### src/rtl/pll_lock_qual.sv
module pll_lock_qual #(
  parameter int NPLL = 2,
  parameter int DLYW = 8
) (
  input  logic            clk,
  input  logic            rst_n,
  input  logic            slow_tick,
  input  logic [NPLL-1:0] pll_en,
  input  logic [NPLL-1:0] raw_lock,
  input  logic            wr_en,
  input  logic            rd_en,
  input  logic [2:0]      addr,
  input  logic [31:0]     wdata,
  output logic [31:0]     rdata,
  output logic            irq
);
  localparam int HI = 16;

  logic [DLYW-1:0] dly_r;
  logic [NPLL-1:0] lken_r, ulen_r;
  logic [NPLL-1:0] lk_flg, ul_flg, lk_msk, ul_msk;
  logic [NPLL-1:0] s1, s2, en_q, rdy_q, got_lk;
  logic [NPLL-1:0] done, win, rdy, lk_evt, ul_evt;
  logic [DLYW-1:0] cnt [NPLL];

  wire st_rd  = rd_en && addr == 3'd3;
  wire dly_nz = dly_r != '0;

  always_ff @(posedge clk or negedge rst_n)
    if (!rst_n) begin
      dly_r  <= '0;
      lken_r <= '0;
      ulen_r <= '0;
      lk_msk <= '0;
      ul_msk <= '0;
    end else if (wr_en) begin
      case (addr)
        3'd0: if (pll_en == '0) dly_r <= wdata[DLYW-1:0];
        3'd1: lken_r <= wdata[NPLL-1:0];
        3'd2: ulen_r <= wdata[NPLL-1:0];
        3'd4: begin
          lk_msk <= lk_msk | wdata[NPLL-1:0];
          ul_msk <= ul_msk | wdata[HI +: NPLL];
        end
        3'd5: begin
          lk_msk <= lk_msk & ~wdata[NPLL-1:0];
          ul_msk <= ul_msk & ~wdata[HI +: NPLL];
        end
        default: ;
      endcase
    end

  always_ff @(posedge clk or negedge rst_n)
    if (!rst_n) begin
      s1     <= '0;
      s2     <= '0;
      en_q   <= '0;
      rdy_q  <= '0;
      lk_flg <= '0;
      ul_flg <= '0;
    end else begin
      s1     <= raw_lock;
      s2     <= s1;
      en_q   <= pll_en;
      rdy_q  <= rdy;
      lk_flg <= (lk_flg & ~{NPLL{st_rd}}) | lk_evt;
      ul_flg <= (ul_flg & ~{NPLL{st_rd}}) | ul_evt;
    end

  for (genvar i = 0; i < NPLL; i++) begin : g_pll
    always_ff @(posedge clk or negedge rst_n)
      if (!rst_n)                        cnt[i] <= '0;
      else if (!(pll_en[i] && en_q[i]))  cnt[i] <= '0;
      else if (slow_tick && cnt[i] != dly_r) cnt[i] <= cnt[i] + 1'b1;

    assign done[i]   = pll_en[i] && dly_nz && cnt[i] == dly_r;
    assign win[i]    = !dly_nz || done[i];
    assign rdy[i]    = pll_en[i] && (lken_r[i] ? (win[i] && s2[i]) : done[i]);
    assign lk_evt[i] = rdy[i] && !rdy_q[i];
    assign ul_evt[i] = pll_en[i] && ulen_r[i] && win[i] && got_lk[i] && !s2[i];

    always_ff @(posedge clk or negedge rst_n)
      if (!rst_n)                                   got_lk[i] <= 1'b0;
      else if (!pll_en[i] || ul_evt[i])             got_lk[i] <= 1'b0;
      else if (ulen_r[i] && win[i] && s2[i])        got_lk[i] <= 1'b1;

    a_r1_cnt_bounded: assert property (@(posedge clk) disable iff (!rst_n)
      (dly_nz && pll_en[i]) |-> cnt[i] <= dly_r);
    a_r5_no_source_silent: assert property (@(posedge clk) disable iff (!rst_n)
      (!lken_r[i] && !dly_nz) |-> !rdy[i]);
    a_r6_lock_flag_cause: assert property (@(posedge clk) disable iff (!rst_n)
      $rose(lk_flg[i]) |-> $past(rdy[i]));
    a_r6_unlock_needs_lock: assert property (@(posedge clk) disable iff (!rst_n)
      $rose(ul_flg[i]) |-> $past(got_lk[i]));
    a_r8_flag_sticky: assert property (@(posedge clk) disable iff (!rst_n)
      (lk_flg[i] && !st_rd) |=> lk_flg[i]);
  end

  a_r7_dly_frozen: assert property (@(posedge clk) disable iff (!rst_n)
    (pll_en != '0) |=> $stable(dly_r));

  assign irq = |{lk_flg & lk_msk, ul_flg & ul_msk};

  a_r10_irq_needs_mask: assert property (@(posedge clk) disable iff (!rst_n)
    (lk_msk == '0 && ul_msk == '0) |-> !irq);

  always_comb begin
    rdata = '0;
    case (addr)
      3'd0: rdata[DLYW-1:0] = dly_r;
      3'd1: rdata[NPLL-1:0] = lken_r;
      3'd2: rdata[NPLL-1:0] = ulen_r;
      3'd3: begin rdata[NPLL-1:0] = lk_flg; rdata[HI +: NPLL] = ul_flg; end
      3'd6: begin rdata[NPLL-1:0] = lk_msk; rdata[HI +: NPLL] = ul_msk; end
      3'd7: begin rdata[NPLL-1:0] = rdy;    rdata[HI +: NPLL] = done;   end
      default: ;
    endcase
  end
endmodule

### config.mk
export PLATFORM = sky130hd
export DESIGN_NAME = pll_lock_qual
export DESIGN_NICKNAME = d
export VERILOG_FILES = /design/src/rtl/pll_lock_qual.sv
export SDC_FILE = /design/constraint.sdc
export NUM_CORES = 1
export LEC_CHECK = 0
export ABC_CLOCK_PERIOD_IN_PS = 4760
export CAP_MARGIN = 20
export CORE_ASPECT_RATIO = 1.25
export CORE_MARGIN = 4
export CORE_UTILIZATION = 65
export DETAILED_ROUTE_END_ITERATION = 12
export DONT_BUFFER_PORTS = 1
export GPL_TIMING_DRIVEN = 0
export PLACE_DENSITY = 0.81
export SLEW_MARGIN = 10
export SYNTH_ARGS = -nofsm -noshare
export SYNTH_HDL_FRONTEND = slang
export SYNTH_SLANG_ARGS = --single-unit
### constraint.sdc
create_clock -name clk -period 4.76 [get_ports clk]
set_input_delay 0.476 -clock clk [delete_from_list [all_inputs] [get_ports clk]]
set_output_delay 0.476 -clock clk [all_outputs]
set_load 0.05 [all_outputs]
Yosys cells after proc, flatten, opt, wreduce, memory -nomap -nowiden
Cells that the tools add are included.
W data, S select, Z words.
{"block": "totals", "ff_bits": 46, "word_cells": 107}
{"block": "classes", "add_sub_neg": 2, "n_eq_ne": 13, "n_mux": 15, "bitwise_logic": 13, "n_reduce_logical": 49}
{"op": "$mux W8", "n": 4}
{"op": "$logic_and A1 B1 Y1", "n": 27}
{"op": "$add A8 B1 Y8 const B", "n": 2}
{"op": "$eq A8 B8 Y1", "n": 2}
{"op": "$ne A8 B8 Y1", "n": 2}
{"op": "$and A2 B2 Y2", "n": 6}
{"op": "$eq A3 B3 Y1 const B", "n": 4}
{"op": "$pmux W2 S6", "n": 1}
{"op": "$or A2 B2 Y2", "n": 4}
{"op": "$pmux W2 S2", "n": 2}
{"op": "$reduce_bool A8 Y1", "n": 1}
{"op": "$logic_not A1 Y1", "n": 7}
{"op": "$eq A3 B2 Y1 const B", "n": 2}
{"op": "$mux W1", "n": 6}
{"op": "$mux W6", "n": 1}
{"op": "$not A2 Y2", "n": 3}
{"op": "$pmux W2 S3", "n": 1}
{"op": "$reduce_and A2 Y1", "n": 3}
{"op": "$reduce_bool A2 Y1", "n": 3}
{"op": "$logic_or A1 B1 Y1", "n": 4}
{"op": "$ne A2 B1 Y1 const B", "n": 2}
{"op": "$reduce_or A4 Y1", "n": 1}
{"op": "$eq A3 B1 Y1 const B", "n": 1}
{"op": "$logic_not A3 Y1", "n": 1}
{"op": "2 further kinds", "n": 2}

Depth between registers and ports, before layout
Gate-level depths: netlist of run 1.
{"block": "logic_depth", "ltp_word": 9, "mapped_depth": 5}

Worst setup path before layout of run 1
OpenSTA, ideal clock, no wires.
{"block": "synth_timing", "path_kind": "reg2out", "startpoint": "reg cnt[10] (netlist bit)", "endpoint": "out rdata[0]", "arrival_time_ns": 2.786, "required_time_ns": 4.284, "path_slack_ns": 1.498, "path_stages_with_launch": 6, "n_path_buf": 1, "cell_sequence": "dfrtp_1 xor2_1 nor4_2 buf_2 a21oi_2 o41ai_1"}
{"block": "synth_via", "elab_chain_len": 7}
{"item": "from (decl)", "line_no": "24", "text": "logic [DLYW-1:0] cnt [NPLL];"}
{"item": "from (signal, indexed assignment)", "line_no": "72", "text": "if (!rst_n) cnt[i] <= '0;"}
{"item": "from (signal, indexed assignment)", "line_no": "73", "text": "else if (!(pll_en[i] && en_q[i])) cnt[i] <= '0;"}
{"item": "$eq A8 B8 Y1 *", "line_no": "76", "text": "assign done[i] = pll_en[i] && dly_nz && cnt[i] == dly_r;"}
{"item": "$logic_and A1 B1 Y1 *", "line_no": "76"}
{"item": "$logic_or A1 B1 Y1", "line_no": "77", "text": "assign win[i] = !dly_nz || done[i];"}
{"item": "$logic_and A1 B1 Y1", "line_no": "78", "text": "assign rdy[i] = pll_en[i] && (lken_r[i] ? (win[i] && s2[i]) : done[i]);"}
{"item": "$mux W1 *", "line_no": "78"}
{"item": "$logic_and A1 B1 Y1 *", "line_no": "78"}
{"item": "$pmux W2 S6 *", "line_no": "109", "text": "case (addr)"}
{"item": "to (decl)", "line_no": "14", "text": "output logic [31:0] rdata,"}
Mark *: on every way between the ends. The rest lies on a longest branch, timed or not.

Worst setup path after layout of run 1
{"block": "layout_timing", "startpoint": "reg cnt[10] (netlist bit)", "endpoint": "out rdata[16]"}
{"block": "layout_via", "elab_chain_len": 3}
{"item": "$eq A8 B8 Y1", "line_no": "76"}
{"item": "$logic_and A1 B1 Y1", "line_no": "76"}
{"item": "$pmux W2 S3", "line_no": "109"}
No other way between the ends.

==> flow_results.xml, run 1 <==
<?xml version="1.0" encoding="UTF-8"?>
<metrics>
  <group name="status">
    <metric name="status" unit="">finished clean</metric>
  </group>
  <group name="pwr">
    <metric name="leakage" unit="nW">1.49</metric>
    <metric name="irDropWorstVdd" unit="mV">0.244</metric>
    <metric name="design_power_total" unit="W">0.00107</metric>
    <metric name="p_per_area" unit="mW/mm2">348</metric>
  </group>
  <group name="synth">
    <metric name="area_fraction_in_and_or_nand_and_nor_cells_after_synthesis" unit="%">19.7</metric>
    <metric name="synth_top_family_by_area" unit="">simple AND/OR/NAND/NOR gates</metric>
    <metric name="postSynthRegisterBits" unit="">46</metric>
    <metric name="synth_seq_area_share" unit="%">41.3</metric>
    <metric name="fraction_of_registers_with_async_set_reset" unit="%">100</metric>
    <metric name="synthDistinctLibCells" unit="">41</metric>
    <metric name="post_synth_xor_area_fraction" unit="%">5.03</metric>
    <metric name="share_of_the_synthesized_area_in_compound_gates_ao_oa_aoi_oai" unit="%">10.9</metric>
    <metric name="netlist_top_cells_area" unit="">sky130_fd_sc_hd__dfrtp_1 (41%), sky130_fd_sc_hd__mux2i_1 (7.2%), sky130_fd_sc_hd__buf_4 (6.2%)</metric>
    <metric name="synth_edf_count" unit="">0</metric>
    <metric name="synth-warning-count" unit="">0</metric>
    <metric name="synthesis.instances" unit="">280</metric>
    <metric name="postSynth.topFlopCell" unit="">sky130_fd_sc_hd__dfrtp_1</metric>
    <metric name="post_synth_instance_area" unit="mm2">0.00279</metric>
    <metric name="syn_avg_cell_area" unit="um2">9.96</metric>
    <metric name="netlist.top_cell.by_area" unit="">sky130_fd_sc_hd__dfrtp_1</metric>
    <metric name="fraction_of_synthesized_area_in_multiplexers" unit="%">12.8</metric>
    <metric name="synthAdderAreaFrac" unit="%">0.898</metric>
    <metric name="netlist.area_leader.share" unit="%">41.3</metric>
  </group>
  <group name="clocking">
    <metric name="clk_latency" unit="ns">0.30</metric>
    <metric name="cts.reportedPaths.clkPinSlew" unit="ns">0.08</metric>
    <metric name="ctsHoldBuffers" unit="">1</metric>
    <metric name="number_of_buffers_added_by_the_clock_tree_synthesis_step" unit="">5</metric>
    <metric name="cts_htree_levels" unit="">2</metric>
    <metric name="cts.sinks" unit="">46</metric>
    <metric name="cts_tree" unit="">yes</metric>
    <metric name="clock_root_buffer" unit="">sky130_fd_sc_hd__clkbuf_8</metric>
    <metric name="cts.repair_timing.setup_buffer_count" unit="">0</metric>
    <metric name="cts_buffer_depth" unit="">2</metric>
    <metric name="cts_resized" unit="">0</metric>
  </group>
  <group name="sta">
    <metric name="setup-violations-final" unit="">0</metric>
    <metric name="fin_crit_sh" unit="%">64.2</metric>
    <metric name="setup_tns" unit="ns">0</metric>
    <metric name="unrepaired_setup_endpoints_after_global_routing" unit="">false</metric>
    <metric name="final-hold-violation-count" unit="">0</metric>
    <metric name="final_max_slew_viol_count" unit="">0</metric>
    <metric name="fmaxAchievable" unit="GHz">0.327</metric>
    <metric name="final.setup_skew" unit="ns">0.00449</metric>
    <metric name="finalWorstPathRequiredPeriod" unit="ns">3.05</metric>
    <metric name="max_slew_margin" unit="%">36.8</metric>
    <metric name="worst_slew_pin_slew" unit="ns">0.953</metric>
  </group>
  <group name="placed_design">
    <metric name="place.port_buffers" unit="">0</metric>
    <metric name="place_hpwl" unit="mm">4.07</metric>
    <metric name="globalplace.congestion" unit="">0.774</metric>
  </group>
  <group name="route">
    <metric name="drc_errors" unit="">0</metric>
    <metric name="route.detailed.wl_per_inst" unit="um">15.2</metric>
    <metric name="drt-initial-drc-count" unit="">136</metric>
    <metric name="routed-via-count" unit="">2090</metric>
    <metric name="finalWirelength" unit="mm">5.59</metric>
    <metric name="antenna_violating_nets_post_route" unit="">0</metric>
    <metric name="avgViaCountPerCell" unit="">5.69</metric>
    <metric name="firstDrtPassIters" unit="">4</metric>
  </group>
  <group name="floorplanning">
    <metric name="row_count" unit="">26</metric>
    <metric name="floorplan.die_area" unit="mm2">0.00541</metric>
    <metric name="initial_utilization" unit="%">67.5</metric>
    <metric name="fp.coreArea" unit="mm2">0.00413</metric>
    <metric name="floorplan.die.width" unit="um">66.6</metric>
    <metric name="io_pins" unit="">77</metric>
    <metric name="die_height" unit="um">81.2</metric>
  </group>
  <group name="final_layout">
    <metric name="fraction_of_final_layout_cells_with_drive_strength_greater_than_1" unit="%">20.3</metric>
    <metric name="nFillCells" unit="">310</metric>
    <metric name="antenna_cells_inserted" unit="">0</metric>
    <metric name="most-common-layout-cells" unit="">sky130_fd_sc_hd__dfrtp_1 (46), sky130_fd_sc_hd__nand2_1 (40), sky130_fd_sc_hd__buf_4 (25)</metric>
    <metric name="layout.nets" unit="">357</metric>
    <metric name="most_common_cell_after_layout_fill_and_taps_aside" unit="">sky130_fd_sc_hd__dfrtp_1</metric>
    <metric name="flow.area_growth_from_synthesis" unit="%">10.7</metric>
  </group>
  <group name="critical_path">
    <metric name="worst_ep_arrival_time" unit="ns">2.58</metric>
    <metric name="largest_fanout_on_the_critical_path" unit="">10</metric>
    <metric name="timing.setup.critical_path_class" unit="">reg -&gt; out</metric>
    <metric name="critical_path_required" unit="ns">4.28</metric>
    <metric name="timing.critical_path.from_type" unit="">flop</metric>
    <metric name="worst_setup_path_end_kind" unit="">output pin</metric>
  </group>
  <group name="global_route">
    <metric name="grt_pass1_vias" unit="">2009</metric>
    <metric name="globalRoute.totalOverflow" unit="">0</metric>
    <metric name="number_of_antenna_violations_at_the_first_check_in_global_routing" unit="">0</metric>
    <metric name="grt_pass1_wl" unit="mm">9.21</metric>
    <metric name="grt_start_max_net_pins" unit="">47</metric>
    <metric name="grtUsageTotal" unit="%">22.2</metric>
  </group>
  <group name="run">
    <metric name="max-cap-violations" unit="">0</metric>
  </group>
  <group name="worst_hold_path">
    <metric name="path_class_of_the_lowest_slack_min_delay_path" unit="">in -&gt; async</metric>
  </group>
</metrics>
cells by family (layout without fill, tap and decap cells):
kind of cell             count (synthesis)  in the layout
multiplexers                            32             32
other                                    1             22
buffers and inverters                   42             52
AND/OR/NAND/NOR                         98             98
AO/OA/AOI/OAI                           43             43
XOR/XNOR                                16             16
flip-flops                              46             46
adder cells (fa/ha/maj)                  2              2
sequential cells by signal, summed over array words and instances, names as in the netlist, named ones only:
signal and flops:
cnt 16, lk_flg 2, lken_r 2, got_lk 2, en_q 2, ulen_r 2, ul_flg 2, s2 2
rdy_q 2, s1 2, dly_r 8
stage by stage:
| step | cell area, um2 | util, % | instances | setup WS [ns] | hold slack, ns |
|---|---|---|---|---|---|
| after global routing | 3090 | 74.7 | 367 | 1.57 | 0.0130 |
| final | 3090 | 74.7 | 367 | 1.71 | 0.0103 |
| after global placement | 2940 | 71.1 | 357 | 1.23 | 0.182 |
| after CTS | 3090 | 74.7 | 367 | 1.69 | 0.0176 |
| after floorplan | 2870 | - | 301 | 1.50 | 0.180 |
| after detailed placement | 2980 | 72.1 | 359 | 2.04 | 0.182 |
cell usage after synthesis (3+ instances only):
cell	number
sky130_fd_sc_hd__nand3_1	6
sky130_fd_sc_hd__nand2b_1	16
sky130_fd_sc_hd__nor3_1	3
sky130_fd_sc_hd__mux2i_1	20
sky130_fd_sc_hd__nand2_1	40
sky130_fd_sc_hd__o21ai_0	4
sky130_fd_sc_hd__mux2_2	10
sky130_fd_sc_hd__clkbuf_1	5
sky130_fd_sc_hd__dfrtp_1	46
sky130_fd_sc_hd__nor4_2	5
sky130_fd_sc_hd__xor2_1	16
sky130_fd_sc_hd__o41ai_1	4
sky130_fd_sc_hd__nand4_1	7
sky130_fd_sc_hd__buf_2	4
sky130_fd_sc_hd__and3_1	6
sky130_fd_sc_hd__and2_0	3
sky130_fd_sc_hd__a21oi_1	17
sky130_fd_sc_hd__inv_1	9
sky130_fd_sc_hd__buf_4	23
sky130_fd_sc_hd__and2_1	6
routing by layer:
layer	GRT usage, %	vias to the layer above	wire length [um]
met5	0	-	0
met4	7.32	0	79
met3	4.01	7	272
met2	38.8	56	2800
met1	27.4	1022	2440
li1	-	1005	-
worst max-delay path, cell delays in order, from the launching register on:
cell,delay [ns]
sky130_fd_sc_hd__dfrtp_1,0.47
sky130_fd_sc_hd__xor2_1,0.20
sky130_fd_sc_hd__nor4_2,0.30
sky130_fd_sc_hd__buf_2,0.27
sky130_fd_sc_hd__nand4_1,0.17
sky130_fd_sc_hd__a311oi_2,0.87
final timing paths:
| check | startpoint | end | slack, ns | depth (start not counted) |
|---|---|---|---|---|
| min in group clk | raw_lock[1] | s1[1] | 0.20 | 0 |
| min | rst_n | lk_flg[1] | 0.01 | 1 |
| min reg2reg | s1[0] | s2[0] | 0.35 | 0 |
| max | cnt[10] | rdata[16] | 1.71 | 5 |
| max in group asynchronous | rst_n | cnt[8] | 4.54 | 1 |
| max reg2reg | dly_r[5] | ul_flg[1] | 2.96 | 5 |
layout make-up:
class / count / area (um2) / area share [%]
multi-input combinational: 213 / 1490 / 48.2
clock buffer: 5 / 68.8 / 2.23
tap: 56 / 70.1 / 2.27
buffer: 33 / 223 / 7.22
inverter: 9 / 33.8 / 1.09
clock inverter: 2 / 10.0 / 0.324
sequential: 46 / 1150 / 37.3
timing repair buffer: 3 / 42.5 / 1.38
report_power, final:
part / internal (W) / total (W) / switching [W]
Sequential: 0.000444 / 0.000506 / 0.0000620
Combinational: 0.000121 / 0.000342 / 0.000220
Clock: 0.0000987 / 0.000227 / 0.000128
Total: 0.000664 / 0.00107 / 0.000410
(Power assumes the default switching activity.)
==> run 2: changes to the inputs <==
--- a/config.mk
+++ b/config.mk
@@ -5,15 +5,15 @@
 export SDC_FILE = /design/constraint.sdc
 export NUM_CORES = 1
 export LEC_CHECK = 0
-export ABC_CLOCK_PERIOD_IN_PS = 4760
+export ABC_CLOCK_PERIOD_IN_PS = 2700
 export CAP_MARGIN = 20
 export CORE_ASPECT_RATIO = 1.25
 export CORE_MARGIN = 4
-export CORE_UTILIZATION = 65
+export CORE_UTILIZATION = 57
 export DETAILED_ROUTE_END_ITERATION = 12
 export DONT_BUFFER_PORTS = 1
 export GPL_TIMING_DRIVEN = 0
-export PLACE_DENSITY = 0.81
+export PLACE_DENSITY = 0.75
 export SLEW_MARGIN = 10
 export SYNTH_ARGS = -nofsm -noshare
 export SYNTH_HDL_FRONTEND = slang
==> constraint.sdc (replaced) <==
create_clock -name clk -period 2.7 [get_ports clk]
set_input_delay 0.27 -clock clk [delete_from_list [all_inputs] [get_ports clk]]
set_output_delay 0.27 -clock clk [all_outputs]
set_load 0.05 [all_outputs]
==> flow_results.xml, run 2 (synthesis gave the netlist of run 1 again) <==
<?xml version="1.0" encoding="UTF-8"?>
<metrics>
  <group name="route">
    <metric name="avgViaCountPerCell" unit="">5.54</metric>
    <metric name="firstDrtPassIters" unit="">4</metric>
    <metric name="routed-via-count" unit="">2101</metric>
    <metric name="antenna_violating_nets_post_route" unit="">0</metric>
    <metric name="drc_errors" unit="">0</metric>
    <metric name="drt-initial-drc-count" unit="">89</metric>
    <metric name="route.detailed.wl_per_inst" unit="um">15.2</metric>
    <metric name="finalWirelength" unit="mm">5.76</metric>
  </group>
  <group name="sta">
    <metric name="final-hold-violation-count" unit="">0</metric>
    <metric name="finalWorstPathRequiredPeriod" unit="ns">2.61</metric>
    <metric name="setup-violations-final" unit="">0</metric>
    <metric name="fmaxAchievable" unit="GHz">0.383</metric>
    <metric name="holdWs" unit="ns">0.102</metric>
    <metric name="fin_crit_sh" unit="%">96.8</metric>
    <metric name="max_slew_margin" unit="%">48.3</metric>
    <metric name="worst_slack" unit="ns">0.0864</metric>
    <metric name="final_max_slew_viol_count" unit="">0</metric>
    <metric name="setup_tns" unit="ns">0</metric>
    <metric name="worst_slew_pin_slew" unit="ns">0.765</metric>
    <metric name="final.setup_skew" unit="ns">0.00698</metric>
  </group>
  <group name="critical_path">
    <metric name="critical_path_required" unit="ns">2.43</metric>
    <metric name="timing.setup.critical_path_class" unit="">reg -&gt; out</metric>
    <metric name="reg2reg_depth" unit="">5</metric>
    <metric name="worst_setup_path_end_kind" unit="">output pin</metric>
    <metric name="largest_fanout_on_the_critical_path" unit="">10</metric>
    <metric name="timing.critical_path.from_type" unit="">flop</metric>
    <metric name="worst-path-buf-inv" unit="">1</metric>
    <metric name="critical_path.max_stage_delay" unit="ns">0.64</metric>
    <metric name="critical_path_cell_count" unit="">5</metric>
    <metric name="worstPathCellList" unit="">xor2_1 &gt; nor4_2 &gt; buf_4 &gt; nand4_1 &gt; a311oi_4</metric>
    <metric name="critical-path-slowest-cell" unit="">sky130_fd_sc_hd__a311oi_4</metric>
    <metric name="cp_top_family" unit="">compound AO/OA/AOI/OAI gates</metric>
    <metric name="worst_ep_arrival_time" unit="ns">2.34</metric>
    <metric name="r2r_slack" unit="ns">0.93</metric>
  </group>
  <group name="global_route">
    <metric name="globalRoute.totalOverflow" unit="">0</metric>
    <metric name="grt_pass1_wl" unit="mm">10.1</metric>
    <metric name="grtUsageTotal" unit="%">20.6</metric>
    <metric name="number_of_antenna_violations_at_the_first_check_in_global_routing" unit="">0</metric>
    <metric name="grt_start_max_net_pins" unit="">47</metric>
    <metric name="grt_pass1_vias" unit="">2123</metric>
  </group>
  <group name="final_layout">
    <metric name="most-common-layout-cells" unit="">sky130_fd_sc_hd__dfrtp_1 (45), sky130_fd_sc_hd__nand2_1 (40), sky130_fd_sc_hd__buf_4 (31)</metric>
    <metric name="most_common_cell_after_layout_fill_and_taps_aside" unit="">sky130_fd_sc_hd__dfrtp_1</metric>
    <metric name="final_core_utilization" unit="%">67.7</metric>
    <metric name="antenna_cells_inserted" unit="">0</metric>
    <metric name="layout.nets" unit="">365</metric>
    <metric name="flip_flop_count_of_the_largest_register_all_copies_and_words_added" unit="">16</metric>
    <metric name="fraction_of_final_layout_cells_with_drive_strength_greater_than_1" unit="%">21.3</metric>
    <metric name="largest_register" unit="">cnt</metric>
    <metric name="reg.largest.list" unit="">cnt x16, dly_r x8</metric>
    <metric name="flow.area_growth_from_synthesis" unit="%">14.8</metric>
    <metric name="nFillCells" unit="">382</metric>
  </group>
  <group name="worst_hold_path">
    <metric name="timing.hold.worst_path_depth" unit="">2</metric>
    <metric name="path_class_of_the_lowest_slack_min_delay_path" unit="">in -&gt; reg</metric>
  </group>
  <group name="floorplanning">
    <metric name="io_pins" unit="">77</metric>
    <metric name="floorplan.die.width" unit="um">70.6</metric>
    <metric name="floorplan.die_area" unit="mm2">0.00608</metric>
    <metric name="die_height" unit="um">86.2</metric>
    <metric name="fp.coreArea" unit="mm2">0.00473</metric>
    <metric name="row_count" unit="">28</metric>
    <metric name="initial_utilization" unit="%">58.9</metric>
  </group>
  <group name="clocking">
    <metric name="cts_buffer_depth" unit="">2</metric>
    <metric name="cts_htree_levels" unit="">2</metric>
    <metric name="cts.sinks" unit="">46</metric>
    <metric name="cts_tree" unit="">yes</metric>
    <metric name="clk_latency" unit="ns">0.30</metric>
    <metric name="clock_root_buffer" unit="">sky130_fd_sc_hd__clkbuf_8</metric>
    <metric name="number_of_buffers_added_by_the_clock_tree_synthesis_step" unit="">5</metric>
    <metric name="cts.reportedPaths.clkPinSlew" unit="ns">0.08</metric>
  </group>
  <group name="status">
    <metric name="status" unit="">finished clean</metric>
  </group>
  <group name="run">
    <metric name="max-cap-violations" unit="">0</metric>
  </group>
  <group name="pwr">
    <metric name="leakage" unit="nW">1.53</metric>
    <metric name="p_per_area" unit="mW/mm2">606</metric>
    <metric name="irDropWorstVdd" unit="mV">0.415</metric>
  </group>
  <group name="placed_design">
    <metric name="place_hpwl" unit="mm">4.17</metric>
    <metric name="place.port_buffers" unit="">0</metric>
    <metric name="dp_slack" unit="ns">0.197</metric>
    <metric name="globalplace.congestion" unit="">0.903</metric>
  </group>
</metrics>
==> run 2: layout make-up <==
type	count	area, um2	share of cell area (%)
buffer	33	230	7.19
sequential	46	1150	36.0
tap	60	75.1	2.35
clock inverter	2	10.0	0.313
inverter	9	33.8	1.06
timing repair buffer	11	115	3.60
clock buffer	5	68.8	2.15
multi-input combinational	213	1520	47.3
==> run 2: where the power goes <==
group	switching, W	total, W	internal [W]	leakage [nW]
combinational	0.000400	0.000648	0.000248	0.897
clock	0.000225	0.000399	0.000174	0.0438
sequential	0.000111	0.000894	0.000783	0.591
total	0.000736	0.00194	0.00120	1.53
==> run 2: layer usage <==
metal  vias to the layer above  routed length (um)  GRT usage (%)
li1                       1020                   -              -
met1                      1013                2450           25.2
met2                        58                2900           36.1
met3                        10                 326           4.99
met4                         0                  82           6.50
met5                         -                   0              0
==> run 2: path summary, 6_finish.rpt <==
path	end	start
worst min-delay path	ulen_r[0]	wdata[0]
worst max register to register	ul_flg[1]	dly_r[4]
worst min register to register	s2[0]	s1[0]
worst max-delay path	rdata[16]	cnt[8]
max in group asynchronous	dly_r[3]	rst_n
min in group asynchronous	ul_flg[1]	rst_n
==> run 2: worst register-to-register path, cell delays in order, from the launching register on <==
cell                      delay, ns
sky130_fd_sc_hd__dfrtp_1       0.45
sky130_fd_sc_hd__nor4_2        0.46
sky130_fd_sc_hd__and2_0        0.18
sky130_fd_sc_hd__buf_2         0.17
sky130_fd_sc_hd__a21oi_1       0.13
sky130_fd_sc_hd__o41ai_2       0.30
==> run 2: stage by stage <==
stage	total power [W]	instances	area [um2]
floorplan	0.00138	301	2890
global placement	0.00147	361	2970
detailed placement	0.00148	363	2980
CTS	0.00191	376	3160
global route	0.00206	379	3200
finish	0.00194	379	3200
==> run 2: timing repair <==
action | CTS | global route
gates resized for setup | 2 | 8
hold buffers | 6 | 0
cloned | 0 | 0
endpoints found under the hold margin | 50 | 0
pin swaps | 0 | 3
setup endpoints to repair | 2 | 2
setup buffers | 0 | 3
